--- src/rtl/qpt_pkg.sv ---
package qpt_pkg;

  // Which transition of a strobe line counts as an event.
  typedef enum logic {
    EDGE_RISE = 1'b0,
    EDGE_FALL = 1'b1
  } edge_kind_e;

  // Default geometry of the timer.
  localparam int unsigned QPT_CHANNELS  = 4;
  localparam int unsigned QPT_PULSE_LEN = 100;
  localparam int unsigned QPT_LFSR_W    = 7;

endpackage

--- src/rtl/qpt_reset_sync.sv ---
module qpt_reset_sync #(
  parameter int unsigned STAGES = 2
) (
  input  logic clk_i,
  input  logic rst_ni,
  output logic rst_sync_no
);

  logic [STAGES-1:0] chain_q;
  logic [STAGES-1:0] chain_d;

  always_comb begin
    chain_d = {chain_q[STAGES-2:0], 1'b1};
  end

  // Assert at once, release only after STAGES clock edges.
  always_ff @(posedge clk_i or negedge rst_ni) begin
    if (!rst_ni) begin
      chain_q <= '0;
    end else begin
      chain_q <= chain_d;
    end
  end

  assign rst_sync_no = chain_q[STAGES-1];

endmodule

--- src/rtl/qpt_edge.sv ---
module qpt_edge
  import qpt_pkg::*;
#(
  parameter edge_kind_e KIND = EDGE_RISE
) (
  input  logic clk_i,
  input  logic rst_ni,
  input  logic level_i,
  output logic event_o
);

  logic prev_q;
  logic prev_d;

  always_comb begin
    prev_d = level_i;
  end

  always_ff @(posedge clk_i or negedge rst_ni) begin
    if (!rst_ni) begin
      prev_q <= 1'b0;
    end else begin
      prev_q <= prev_d;
    end
  end

  generate
    if (KIND == EDGE_RISE) begin : g_rise
      assign event_o = level_i & ~prev_q;
    end else begin : g_fall
      assign event_o = ~level_i & prev_q;
    end
  endgenerate

endmodule

--- src/rtl/qpt_channel.sv ---
module qpt_channel #(
  parameter int unsigned       PULSE_LEN = 100,
  parameter int unsigned       LFSR_W    = 7,
  parameter logic [LFSR_W-1:0] LFSR_TAPS = 7'h60,
  parameter logic [LFSR_W-1:0] LFSR_SEED = 7'h01
) (
  input  logic clk_i,
  input  logic rst_ni,
  input  logic fire_i,
  output logic active_o
);

  // Fibonacci shift: feedback is the parity of the tapped bits.
  function automatic logic [LFSR_W-1:0] lfsr_step(input logic [LFSR_W-1:0] s);
    return {s[LFSR_W-2:0], ^(s & LFSR_TAPS)};
  endfunction

  function automatic logic [LFSR_W-1:0] lfsr_walk(input logic [LFSR_W-1:0] s,
                                                  input int unsigned n);
    logic [LFSR_W-1:0] r;
    r = s;
    for (int unsigned k = 0; k < n; k++) begin
      r = lfsr_step(r);
    end
    return r;
  endfunction

  // State held in the last cycle of the window.
  localparam logic [LFSR_W-1:0] TERM_STATE = lfsr_walk(LFSR_SEED, PULSE_LEN - 1);
  localparam int unsigned       CHK_W      = $clog2(PULSE_LEN + 1);

  logic              active_q, active_d;
  logic [LFSR_W-1:0] lfsr_q, lfsr_d;
  logic              start, done, lfsr_en;

  always_comb begin
    start   = fire_i & ~active_q;
    done    = active_q & (lfsr_q == TERM_STATE);
    lfsr_en = start | active_q;
    active_d = start | (active_q & ~done);
    if (start) begin
      lfsr_d = LFSR_SEED;
    end else begin
      lfsr_d = lfsr_step(lfsr_q);
    end
  end

  always_ff @(posedge clk_i or negedge rst_ni) begin
    if (!rst_ni) begin
      active_q <= 1'b0;
    end else begin
      active_q <= active_d;
    end
  end

  always_ff @(posedge clk_i or negedge rst_ni) begin
    if (!rst_ni) begin
      lfsr_q <= LFSR_SEED;
    end else if (lfsr_en) begin
      lfsr_q <= lfsr_d;
    end
  end

  assign active_o = active_q;

  // Plain cycle counter, used only by the checks below.
  logic [CHK_W-1:0] chk_cnt_q;

  always_ff @(posedge clk_i or negedge rst_ni) begin
    if (!rst_ni) begin
      chk_cnt_q <= '0;
    end else if (start) begin
      chk_cnt_q <= '0;
    end else if (active_q) begin
      chk_cnt_q <= chk_cnt_q + 1'b1;
    end
  end


  width_bound_chk: assert property (@(posedge clk_i) disable iff (!rst_ni)
    active_q |-> (chk_cnt_q < CHK_W'(PULSE_LEN)));


  width_exact_chk: assert property (@(posedge clk_i) disable iff (!rst_ni)
    $fell(active_q) |-> ($past(chk_cnt_q) == CHK_W'(PULSE_LEN - 1)));


  no_reseed_chk: assert property (@(posedge clk_i) disable iff (!rst_ni)
    (active_q && fire_i && (chk_cnt_q < CHK_W'(PULSE_LEN - 1))) |=>
      (active_q && (chk_cnt_q == $past(chk_cnt_q) + 1'b1)));


  seed_load_chk: assert property (@(posedge clk_i) disable iff (!rst_ni)
    $rose(active_q) |-> (lfsr_q == LFSR_SEED));

endmodule

--- src/rtl/quad_pulse_timer.sv ---
module quad_pulse_timer
  import qpt_pkg::*;
#(
  parameter int unsigned NUM_CH    = QPT_CHANNELS,
  parameter int unsigned PULSE_LEN = QPT_PULSE_LEN,
  parameter int unsigned LFSR_W    = QPT_LFSR_W
) (
  input  logic              clk_i,
  input  logic              rst_ni,
  input  logic [NUM_CH-1:0] chan_set_i,
  input  logic              all_set_i,
  input  logic              strobe_rise_i,
  input  logic              strobe_fall_i,
  input  logic              trig_block_i,
  input  logic              out_kill_i,
  output logic [NUM_CH-1:0] pulse_o,
  output logic [NUM_CH-1:0] busy_o
);

  localparam logic [LFSR_W-1:0] TAPS = LFSR_W'(7'h60);
  localparam logic [LFSR_W-1:0] SEED = LFSR_W'(1);

  logic              rst_sync_n;
  logic              rise_evt, fall_evt, strobe_hit;
  logic [NUM_CH-1:0] fire;

  qpt_reset_sync #(.STAGES(2)) u_rst (
    .clk_i       (clk_i),
    .rst_ni      (rst_ni),
    .rst_sync_no (rst_sync_n)
  );

  qpt_edge #(.KIND(EDGE_RISE)) u_edge_rise (
    .clk_i   (clk_i),
    .rst_ni  (rst_sync_n),
    .level_i (strobe_rise_i),
    .event_o (rise_evt)
  );

  qpt_edge #(.KIND(EDGE_FALL)) u_edge_fall (
    .clk_i   (clk_i),
    .rst_ni  (rst_sync_n),
    .level_i (strobe_fall_i),
    .event_o (fall_evt)
  );

  always_comb begin
    strobe_hit = (rise_evt | fall_evt) & ~trig_block_i;
  end

  generate
    for (genvar g = 0; g < NUM_CH; g++) begin : g_ch
      always_comb begin
        fire[g] = all_set_i | (chan_set_i[g] & strobe_hit);
      end

      qpt_channel #(
        .PULSE_LEN (PULSE_LEN),
        .LFSR_W    (LFSR_W),
        .LFSR_TAPS (TAPS),
        .LFSR_SEED (SEED)
      ) u_chan (
        .clk_i    (clk_i),
        .rst_ni   (rst_sync_n),
        .fire_i   (fire[g]),
        .active_o (busy_o[g])
      );
    end
  endgenerate

  always_comb begin
    pulse_o = busy_o & {NUM_CH{~out_kill_i}};
  end


  common_start_chk: assert property (@(posedge clk_i) disable iff (!rst_sync_n)
    all_set_i |=> (&busy_o));


  block_no_start_chk: assert property (@(posedge clk_i) disable iff (!rst_sync_n)
    (trig_block_i && !all_set_i) |=> ((busy_o & ~$past(busy_o)) == '0));


  no_event_no_start_chk: assert property (@(posedge clk_i) disable iff (!rst_sync_n)
    (!all_set_i && !strobe_hit) |=> ((busy_o & ~$past(busy_o)) == '0));

endmodule

--- config.mk ---
export PLATFORM = sky130hd
export DESIGN_NAME = quad_pulse_timer
export DESIGN_NICKNAME = d
export VERILOG_FILES = /design/src/rtl/qpt_pkg.sv /design/src/rtl/qpt_reset_sync.sv /design/src/rtl/qpt_edge.sv /design/src/rtl/qpt_channel.sv /design/src/rtl/quad_pulse_timer.sv
export SDC_FILE = /design/constraint.sdc
export NUM_CORES = 1
export LEC_CHECK = 0
export BUFFER_PORTS_ARGS = -buffer_cell sky130_fd_sc_hd__buf_4
export CORE_ASPECT_RATIO = 1.75
export CORE_MARGIN = 5
export CORE_UTILIZATION = 50
export DETAILED_ROUTE_END_ITERATION = 6
export PLACE_DENSITY = 0.76
export SYNTH_ARGS = -nofsm -noshare
export SYNTH_HDL_FRONTEND = slang
export SYNTH_HIERARCHICAL = 1
export SYNTH_SLANG_ARGS = --single-unit
--- constraint.sdc ---
create_clock -name clk_i -period 2.15 [get_ports clk_i]
set_input_delay 0.3225 -clock clk_i [delete_from_list [all_inputs] [get_ports clk_i]]
set_output_delay 0.3225 -clock clk_i [all_outputs]
set_load 0.01 [all_outputs]
After elaboration in Yosys (flattened, before gate mapping):

Index checks and enable logic that the tools add are counted.
W data, S select, Z words.

* word-level logic and storage cells: 68
* bits of input ports: 11
* register bits after elaboration: 36

* reductions and logical operators: 4
* mux-type cells: 4
* bitwise logic cells: 45
* equal/unequal tests: 4

Operators with widths (count)
* $eq A7 B7 Y1 const B: 4
* $mux W7: 4
* $reduce_xor A7 Y1: 4
* $and A1 B1 Y1: 19
* $or A1 B1 Y1: 13
* $not A1 Y1: 12
* $and A4 B4 Y4: 1

Depth between registers and ports, before layout:

Gate-level depths: netlist of run 1.

* word-level depth: 8
* mapped depth: 5
* mapped depth without buffers: 5

Hierarchy:

The synthesis of run 1 kept the hierarchy.

Modules (own cells, without submodules)
* qpt_channel (g_ch[1].u_chan ...): times used 3, area each 317.8 um^2, cells each 22
* qpt_channel (g_ch[0].u_chan): times used 1, area each 324.1 um^2, cells each 22
* qpt_edge: times used 2, area each 38.8 um^2, cells each 2
* quad_pulse_timer: times used 1, area each 65.1 um^2, cells each 9
* qpt_reset_sync: times used 1, area each 53.8 um^2, cells each 3

Worst setup path after synthesis of run 1:

No wires, ideal clock.

* path type: register to register
* start point: reg u_edge_fall.prev_q
* end point: reg g_ch[0].u_chan.lfsr_q[2]
* setup time: 0.065 ns
* arrival time: 1.177 ns
* setup slack: 0.908 ns
* period minus slack after synthesis: 1.242 ns
* required time: 2.085 ns
* path buffers: 0
* cell stages (with the launch flop): 6
* cells stage by stage: dfrtp_1 > nor2b_4 > o21ba_2 > a21o_1 > nor2_4 > a22o_1

* word-level cells in the longest chain between the ends: 7
* elaborated cells between the ends (all ways): 8
* those cells by class: mux (1); bitwise (7)

RTL lines
* from (decl): line qpt_edge.sv:12 `logic prev_q;`
* from (signal assigned): line qpt_edge.sv:23 `prev_q <= prev_d;`
* $and A1 B1 Y1 (*): line qpt_edge.sv:31 `assign event_o = ~level_i & prev_q;`
* net fall_evt: line quad_pulse_timer.sv:24 `logic rise_evt, fall_evt, strobe_hit;`
* $or A1 B1 Y1 (*): line quad_pulse_timer.sv:48 `strobe_hit = (rise_evt | fall_evt) & ~trig_block_i;`
* $and A1 B1 Y1 (*): line quad_pulse_timer.sv:48
* $and A1 B1 Y1 (*): line quad_pulse_timer.sv:54 `fire[g] = all_set_i | (chan_set_i[g] & strobe_hit);`
* $or A1 B1 Y1 (*): line quad_pulse_timer.sv:54
* net fire[0]: line quad_pulse_timer.sv:25 `logic [NUM_CH-1:0] fire;`
* $and A1 B1 Y1 (*): line qpt_channel.sv:37 `start = fire_i & ~active_q;`
* $mux W7 / $or A1 B1 Y1 (equally long branches): line qpt_channel.sv:41, qpt_channel.sv:39
* to (signal assigned): line qpt_channel.sv:60 `lfsr_q <= lfsr_d;`
* to (decl): line qpt_channel.sv:33 `logic [LFSR_W-1:0] lfsr_q, lfsr_d;`

The timed path passes the listed nets; every way through them passes the cells marked *.
A chain may end at the register's enable or synchronous reset.

Worst setup path after layout of run 1:

* start point: reg g_ch[3].u_chan.active_q
* end point: out pulse_o[3]

* word-level cells in the longest chain between the ends: 1

RTL lines
* from (decl): line qpt_channel.sv:32 `logic active_q, active_d;`
* from (signal assigned): line qpt_channel.sv:52 `active_q <= active_d;`
* $and A4 B4 Y4: line quad_pulse_timer.sv:72 `pulse_o = busy_o & {NUM_CH{~out_kill_i}};`
* to (decl): line quad_pulse_timer.sv:16 `output logic [NUM_CH-1:0] pulse_o,`

No other way between the ends.

==> metrics.txt, run 1 <==
period utilisation layout=0.709; Critical R2R Launch=u_edge_fall/prev_q; WL final=2750 um; Psw=678 uW; power share of the sequential group=0.527; Inserted Clock Buffers=5; first-pass iteration count of the detailed router=4; top cells by count, synth=dfrtp_1 (32), a22o_1 (21); internal power=1720 uW; Worst Setup SP=g_ch[3].u_chan/active_o; Buf/Inv on CP=1; vias after detailed routing=957; Post-synth EDFFs=0; Area contributors post-synth=dfrtp_1 (54%), a22o_1 (12%), dfstp_2 (7.1%); Antenna Nets Post-Route=0; busiest grt layer=met2; Cells after Synth=104; synthesis-stage register bit count=36; Worst path top cell family by delay=flip-flops; layout cell share with drive strength beyond 1=0.320; number of global-route vias before repair=1007; CP Max Fanout=12; TritonCTS clock tree=built; Worst Setup EP=pulse_o[3]; clock-pin slew on the worst setup and hold paths=0.08 ns; Fmax achieved=656 MHz; met3 usage=0.0436; combinational share of power=0.233; startpoint types=register; # fillers=234; CP Capture Type=output pin; library cells used by synthesis=20; critical path class=reg -> out; die height=81.8 um; Crit-path slowest cell=dfrtp_1; first-pass GRT wire length=4490 um; worst path required time=1.83 ns; clock tree buffer depth=2; clock root cell=clkbuf_8; reg-to-reg endpoint=g_ch[0].u_chan/lfsr_q[1]; GR met2 Demand/Resource=0.243; post-synthesis sequential area ratio=0.615; worst min path class=in -> reg; Setup Total Neg Slack=0 ns; MaxCap Viol Count=0; Die ar.=0.00418 mm2; status=finished, final reports clean; cts repair resizes=0; Critical Path Stages=2; switching portion of total power=0.283; Net Count, Synth=115; Fin Clk Skew=0.00782 ns; area grow syn2layout=17.7%; critical path, cell by cell=nor2b_1, buf_4; R2R depth=5; GRT overflow=0; routing usage on met1=0.170; Via density=6.13; Leak=0.000763 uW; CTS H-Tree Depth=2; Final Hold Violating Endpoints=0; largest net degree at the start of global routing=35; Num Clock Sinks=36; asr flop ratio synth=1.00; mapped cell area=0.00147 mm2; # DRC=0; NumNets Final=138; Worst-Skew Late Latency=0.28 ns; antenna violations before repair=0; antenna cells=0; core area=0.00290 mm2; GRT Total Usage=0.146; pwr dens=1380 mW/mm2; Worst path max stage delay=0.61 ns; setup slack, reg-to-reg=0.78 ns; most numerous cell in the Yosys netlist=dfrtp_1; Worst IR Drop VDD=0.000603 V; Starting Density=0.509; Ports=19; register area=906 um2; initial DRC count=14; clock power share=0.240; Arr. time, crit path=1.20 ns; RSZ-0062 raised after global routing=no; gpl congestion=0.788; minimum clock period=1.53 ns; Die X=51.0 um; share of the synthesized area in the top cell type=0.543; Synth Area per Inst=14.2 um2; post-DP HPWL=1930 um; Max Slew Vio Count=0; Tot Pwr=2400 uW; largest area contributor in the netlist=dfrtp_1; Final setup viols=0; WL per Instance=17.6 um; Yosys warning total=6; Top FF cell, synth=dfrtp_1; # rows=26; Multi-input gate area=534 um2; Buffers on Ports=18
how the worst min path moves through the flow:
stage,startpoint,to,slack (ns),cells after the start
2_1_floorplan,rst_ni,u_rst/chain_q[0],0.03,0
3_3_place_gp,rst_ni,u_rst/chain_q[0],0.11,1
3_5_place_dp,rst_ni,u_rst/chain_q[0],0.11,1
4_1_cts,strobe_rise_i,u_edge_rise/prev_q,0.14,1
5_1_grt,strobe_rise_i,u_edge_rise/prev_q,0.15,1
6_report,strobe_rise_i,u_edge_rise/prev_q,0.15,1
power by group through the flow:
stage | Combinational (uW) | Sequential, uW | Clock, uW
after floorplan | 473 | 1190 | 0
after global placement | 535 | 1250 | 0
after detailed placement | 561 | 1270 | 0
after CTS | 571 | 1260 | 591
after global routing | 609 | 1300 | 617
final | 560 | 1260 | 576
layout by cell type (no fill, tap or decap), drive strengths merged, types with 2 or more instances in the layout:
cell / instances
nor3: 4
and4b: 2
dfrtp: 32
nor2: 4
and4bb: 3
clkbuf: 6
dfstp: 4
a22o: 24
buf: 19
a21oi: 5
and3: 3
xnor2: 4
nor2b: 6
a21o: 4
a31oi: 3
through the flow:
step	cell area (um2)	setup slack, ns	hold WS [ns]	utilization	cells
global route	1740	0.534	0.146	0.599	156
detailed placement	1620	0.738	0.108	0.559	147
finish	1740	0.625	0.151	0.599	156
CTS	1740	0.614	0.144	0.599	156
floorplan	1470	0.908	0.0269	-	104
global placement	1620	0.752	0.105	0.559	147
area by class of cell:
| cell class | instances | area share |
|---|---|---|
| Timing Repair Buffer | 20 | 0.0880 |
| Multi-Input combinational cell | 64 | 0.308 |
| Clock buffer | 6 | 0.0418 |
| Sequential cell | 36 | 0.522 |
| Tap cell | 28 | 0.0202 |
| Clock inverter | 2 | 0.0202 |
kinds of logic after synthesis:
group                     after synthesis  synth area share
AOI/OAI and AO/OA                      37             0.205
and+or+nand+nor                        22             0.132
DFF                                    36             0.615
buffers and inverters                   4            0.0229
other                                   1           0.00254
xor gates and xnor gates                4            0.0238
per-layer routing:
layer,routed length [um],vias to the layer above
met3,124,2
met4,20,0
met1,1200,492
met2,1400,26
met5,0,-
li1,-,437
registers in the layout, indices dropped and copies added (netlist names):
register / count
g_ch.u_chan/active_o: 4
g_ch.u_chan/lfsr_q: 28
u_edge_fall/prev_q: 1
u_edge_rise/prev_q: 1
u_rst/chain_q: 2
what timing repair did:
item                                    CTS  global route
hold buffers                              1             0
setup buffers                             0             0
endpoints found under the setup margin    0             0
endpoints found under the hold margin     2             0
worst reg2reg max path, stage by stage, from the launching register on:
cell and delay, ns:
dfrtp_1 0.37, nor2b_4 0.12, o21ba_2 0.23, a21o_1 0.22, nor2_4 0.20, a22o_1 0.16
Power figures use the tool's default switching activity.
==> run 2: changes to the inputs <==
Settings changed: ABC_AREA set to 1, PLACE_DENSITY 0.76 to 0.78.
Clock period 2.15 ns to 1.3 ns, I/O delays scaled along.
==> metrics.txt, run 2 <==
Max Slew Vio Count=0 (unchanged); Worst path max stage delay=0.44 ns (-0.17 ns); Synth Area per Inst=8.74 um2 (-38%); Arr. time, crit path=1.01 ns (-0.19 ns); critical path, cell by cell=inv_1, nor2_2, buf_4; NumNets Final=212 (+54%); Buf/Inv on CP=2 (+1); area grow syn2layout=22.9%; Fin Clk Skew=0.00524 ns (-0.00258 ns); Post-synth EDFFs=0 (unchanged); core area=0.00293 mm2 (+1.1%); die height=83.0 um (+1.4%); TritonCTS clock tree=built; Net Count, Synth=185 (+61%); number of flip-flops in the largest register=28 (unchanged); Antenna Nets Post-Route=0 (unchanged); R2R depth=9 (+4); Worst path top cell family by delay=flip-flops; top cells by count, synth=inv_1 (41), nand2_1 (36), dfrtp_1 (32); CP Max Fanout=6 (-6); mapped cell area=0.00152 mm2 (+3.2%); setup slack, reg-to-reg=0.14 ns (-0.64 ns); RSZ-0062 raised after global routing=no; library cells used by synthesis=14 (-30%); clock root cell=clkbuf_8; antenna violations before repair=0 (unchanged); # DRC=0 (unchanged); most numerous cell in the Yosys netlist=inv_1; clock-pin slew on the worst setup and hold paths=0.07 ns (about the same); hold_sp=strobe_rise_i; Worst-Skew Late Latency=0.28 ns (about the same); CTS H-Tree Depth=2 (unchanged); synthesis-stage register bit count=36 (unchanged); worst hold path stage count=1 (unchanged); Cells after Synth=174 (+67%); clock tree buffer depth=2 (unchanged); share of the synthesized area in the top cell type=0.526 (-0.0170); Final Worst Setup Slack=0.0967 ns (-0.528 ns); Placement Setup Slack=0.0911 ns (-0.647 ns); status=finished, final reports clean; antenna cells=0 (unchanged); post-synthesis sequential area ratio=0.595 (-0.0192); post-synthesis compound-gate area fraction=0.115 (-0.0895); final instance area=0.00187 mm2 (+7.7%); asr flop ratio synth=1.00 (unchanged); WL per Instance=12.7 um (-28%); adder-cell area share of the yosys netlist=0 (unchanged); most flop-heavy register=g_ch.u_chan/lfsr_q; Leak=0.000987 uW (+29%); MaxCap Viol Count=0 (unchanged); initial DRC count=20 (+6); first-pass iteration count of the detailed router=4 (unchanged); XOR/XNOR Fraction of Synth Area=0 (-0.0238); startpoint types=register; Fmax achieved=831 MHz; gpl congestion=0.755 (-4.1%); DP Area=0.00170 mm2 (+5.0%); Final Hold Violating Endpoints=0 (unchanged); Die X=51.7 um (+1.3%); Starting Density=0.520 (+0.0106); WL final=2910 um (+6.0%); largest area contributor in the netlist=dfrtp_1; simple-gate share of the synthesized area=0.174 (+0.0419); most frequent cells in the layout=inv_1 (41), nand2_1 (36), dfrtp_1 (28); Area contributors post-synth=dfrtp_1 (53%), inv_1 (10%), nand2_1 (8.9%); Final setup viols=0 (unchanged); Crit-path slowest cell=dfrtp_2; Via density=5.23 (-15%); Num Clock Sinks=36 (unchanged); vias after detailed routing=1203 (+26%); multiplexer share of the synthesized area=0 (unchanged); period utilisation layout=0.926; first-pass GRT wire length=5220 um (+16%); worst min path class=in -> reg; critical path class=reg -> out; Setup Total Neg Slack=0 ns (unchanged); GRT Total Usage=0.158 (+0.0118); combinational family with the most area after synthesis=simple AND/OR/NAND/NOR gates; worst path required time=1.11 ns (-0.72 ns); CP Capture Type=output pin; # rows=26 (unchanged); largest net degree at the start of global routing=35 (unchanged); Inserted Clock Buffers=5 (unchanged); Critical R2R Launch=u_edge_fall/prev_q; post-DP HPWL=2200 um (+14%); reg-to-reg endpoint=g_ch[2].u_chan/lfsr_q[3]; Hold EP=u_edge_rise/prev_q; minimum clock period=1.20 ns; GRT overflow=0 (unchanged); # fillers=217 (-7.3%); number of global-route vias before repair=1286 (+28%); Worst IR Drop VDD=0.00123 V (+100%); pwr dens=2140 mW/mm2 (+55%); Die ar.=0.00429 mm2 (+2.7%); commonest non-fill, non-tap cell in the layout=inv_1; layout cell share with drive strength beyond 1=0.262 (-0.0579); Top FF cell, synth=dfrtp_1; Yosys warning total=6 (unchanged); Ports=19 (unchanged); Buffers on Ports=18 (unchanged)
run 2: layout make-up:
class,count,area (um2),area share
flip-flops and latches,36,911,0.487
multi-input cells,92,472,0.252
inverters,46,173,0.0924
repair buffers,20,153,0.0817
clock buffers,7,96.3,0.0515
well taps,28,35.0,0.0187
clock inverters,1,30.0,0.0161
run 2: power breakdown:
part,switching (uW),internal [uW],total [uW]
sequential,235,1620,1860
combinational,674,424,1100
clock,369,676,1040
run 2: stage by stage:
stage | instances | power [uW] | hold slack, ns | util
finish | 230 | 4000 | 0.0275 | 0.638
global route | 230 | 4290 | 0.0112 | 0.638
CTS | 230 | 4010 | 0.0180 | 0.627
detailed placement | 221 | 2940 | -0.0217 | 0.580
global placement | 221 | 2850 | -0.0225 | 0.580
floorplan | 174 | 2630 | -0.101 | -
run 2: per-layer routing:
layer  GRT usage  wire (um)
met3      0.0627        154
met2       0.256       1550
met5           0          0
met1       0.178       1160
met4      0.0692         44
run 2: worst register-to-register path, stage by stage (launching register included):
cell and delay, ns:
dfrtp_1 0.36, inv_1 0.06, nor2_2 0.03, inv_1 0.05, nand2_2 0.06, nand3_1 0.08
nand2_1 0.09, nor2_4 0.13, inv_2 0.08, o22ai_1 0.14
run 2: repair_timing:
action | 4_1_cts | 5_1_grt
endpoints found under the setup margin | 0 | 18
hold buffers | 1 | 0
buffers inserted | 0 | 0
endpoints found under the hold margin | 2 | 0
resized for setup | 0 | 10
run 2: logic make-up after synthesis:
family	after synthesis
buffers and inverters	46
AND/OR/NAND/NOR	63
flip-flops	36
AO/OA/AOI/OAI	28
other	1
run 2: how the worst max path moves through the flow:
stage | endpoint | slack [ns] | from | depth (start not counted)
after CTS | pulse_o[0] | 0.07 | g_ch[0].u_chan/active_o | 3
after global placement | g_ch[3].u_chan/lfsr_q[1] | 0.16 | u_edge_fall/prev_q | 9
after floorplan | g_ch[0].u_chan/active_o | 0.23 | u_rst/chain_q[1] | 0
after detailed placement | g_ch[2].u_chan/lfsr_q[3] | 0.09 | u_edge_fall/prev_q | 9
after global routing | g_ch[3].u_chan/lfsr_q[1] | 0.002 | u_edge_fall/prev_q | 9
final | pulse_o[0] | 0.1 | g_ch[0].u_chan/active_o | 3
==> run 3: changes to the inputs <==
Settings changed: BUFFER_PORTS_ARGS -buffer_cell sky130_fd_sc_hd__buf_4 to not set, DONT_BUFFER_PORTS set to 1, PLACE_DENSITY 0.78 to 0.68, SETUP_SLACK_MARGIN set to 0.4.
==> metrics.txt, run 3 (synthesized netlist as in run 2, its figures left out) <==
Die X=51.7 um (unchanged); # DRC=0 (unchanged); period utilisation layout=0.890 (-0.0357); Inst Count DP=203 (-8.1%); Final setup viols=0 (unchanged); Non-Filler Instances=215 (-6.5%); Leak=0.000947 uW (-4.1%); pwr dens=2070 mW/mm2 (-3.1%); startpoint types=register; number of global-route vias before repair=1250 (-2.8%); CP Capture Type=register; Die ar.=0.00429 mm2 (unchanged); clock-pin slew on the worst setup and hold paths=0.06 ns (about the same); most frequent cells in the layout=inv_1 (34), nand2_1 (31), dfrtp_1 (27); Arr. time, crit path=1.32 ns (+0.31 ns); Ports=19 (unchanged); R2R depth=9 (unchanged); first-pass GRT wire length=5400 um (+3.4%); vias after detailed routing=1162 (-3.4%); Antenna Nets Post-Route=0 (unchanged); clock tree buffer depth=2 (unchanged); # rows=26 (unchanged); clock root cell=clkbuf_8; RSZ-0062 raised after global routing=yes; Setup Total Neg Slack=0 ns (unchanged); MaxCap Viol Count=0 (unchanged); Worst IR Drop VDD=0.00120 V (-2.1%); antenna cells=0 (unchanged); commonest non-fill, non-tap cell in the layout=inv_1; first-pass iteration count of the detailed router=4 (unchanged); worst path required time=1.46 ns (+0.35 ns); initial DRC count=16 (-20%); Fmax achieved=864 MHz (+4.0%); worst min path class=in -> async; critical path class=reg -> reg; # fillers=234 (+7.8%); WL final=3160 um (+8.4%); Buffers on Ports=0 (-18); gpl congestion=0.850 (+12%); Starting Density=0.520 (unchanged); status=finished, final reports clean; Final Hold Violating Endpoints=0 (unchanged); most flop-heavy register=g_ch.u_chan/lfsr_q; area grow syn2layout=26.2%; minimum clock period=1.16 ns (-0.0465 ns); largest net degree at the start of global routing=35 (unchanged); Worst-Skew Late Latency=0.28 ns (about the same); antenna violations before repair=0 (unchanged); CTS H-Tree Depth=2 (unchanged); Via density=5.40 (+3.3%); Max Slew Vio Count=0 (unchanged); Fin Clk Skew=0.00358 ns (-0.00166 ns); Critical R2R Launch=u_edge_fall/prev_q; setup slack, reg-to-reg=0.14 ns (about the same); layout cell share with drive strength beyond 1=0.390 (+0.128); CP Max Fanout=4 (-2); WL per Instance=14.7 um (+16%); GRT Total Usage=0.167 (+0.00900); die height=83.0 um (unchanged); reg-to-reg endpoint=g_ch[1].u_chan/active_o; NumNets Final=198 (-6.6%); WHS=0.142 ns (+0.115 ns); post-DP HPWL=2080 um (-5.7%); GRT overflow=0 (unchanged); Num Clock Sinks=36 (unchanged); Inserted Clock Buffers=5 (unchanged); TritonCTS clock tree=built; core area=0.00293 mm2 (unchanged); number of flip-flops in the largest register=28 (unchanged)
[run 3: what timing repair did]
action | CTS | global route
hold endpoints to repair | 4 | 0
setup endpoints to repair | 40 | 40
pin swaps | 11 | 13
setup buffers | 0 | 2
gates resized for setup | 36 | 25
hold buffers | 3 | 0
cloned | 0 | 0
[run 3: where the power goes]
group / leakage [uW] / total (uW) / internal, uW / switching [uW]
clock network: 0.0000503 / 828 / 471 / 356
registers: 0.000411 / 1860 / 1620 / 234
logic: 0.000486 / 1300 / 521 / 775
total: 0.000947 / 3980 / 2610 / 1370
[run 3: worst max path at each step]
stage	start	to	slack (ns)	cells after the start
2_1_floorplan	u_edge_fall/prev_q	g_ch[0].u_chan/lfsr_q[1]	0.28	9
3_3_place_gp	u_edge_fall/prev_q	g_ch[1].u_chan/lfsr_q[3]	0.18	9
3_5_place_dp	u_edge_fall/prev_q	g_ch[1].u_chan/lfsr_q[2]	0.12	9
4_1_cts	g_ch[3].u_chan/active_o	pulse_o[3]	0.14	2
5_1_grt	u_edge_fall/prev_q	g_ch[1].u_chan/lfsr_q[3]	0.05	9
6_report	u_edge_fall/prev_q	g_ch[1].u_chan/active_o	0.14	9
[run 3: layer usage]
metal | part of all wire | GRT usage | vias up
met5 | 0 | 0 | -
met4 | 0.018 | 0.0835 | 0
met3 | 0.050 | 0.0663 | 6
met2 | 0.55 | 0.276 | 23
met1 | 0.38 | 0.178 | 575
li1 | - | - | 558
[run 3: stage by stage]
step                area [um2]  power, uW  worst slack, ns   util
global placement          1570       2810            0.183  0.535
floorplan                 1520       2630            0.278      -
global route              1920       4310           0.0530  0.656
detailed placement        1570       2870            0.125  0.535
CTS                       1790       3800            0.135  0.613
finish                    1920       3980            0.143  0.656
[run 3: layout make-up]
| cell class | instances | area, um2 | share of cell area |
|---|---|---|---|
| inverters | 46 | 183 | 0.0952 |
| clock buffers | 7 | 96.3 | 0.0502 |
| repair buffers | 6 | 60.1 | 0.0313 |
| multi-input cells | 92 | 633 | 0.330 |
| flip-flops and latches | 36 | 912 | 0.475 |
| well taps | 28 | 35.0 | 0.0183 |
[run 3: worst max-delay path: stages (launching register included)]
cell     delay (ns)
dfrtp_1        0.37
inv_2          0.05
nor2_2         0.03
inv_2          0.06
nand2_4        0.07
nand3_2        0.07
nand2_2        0.07
nor2_4         0.18
buf_6          0.12
a21oi_2        0.02
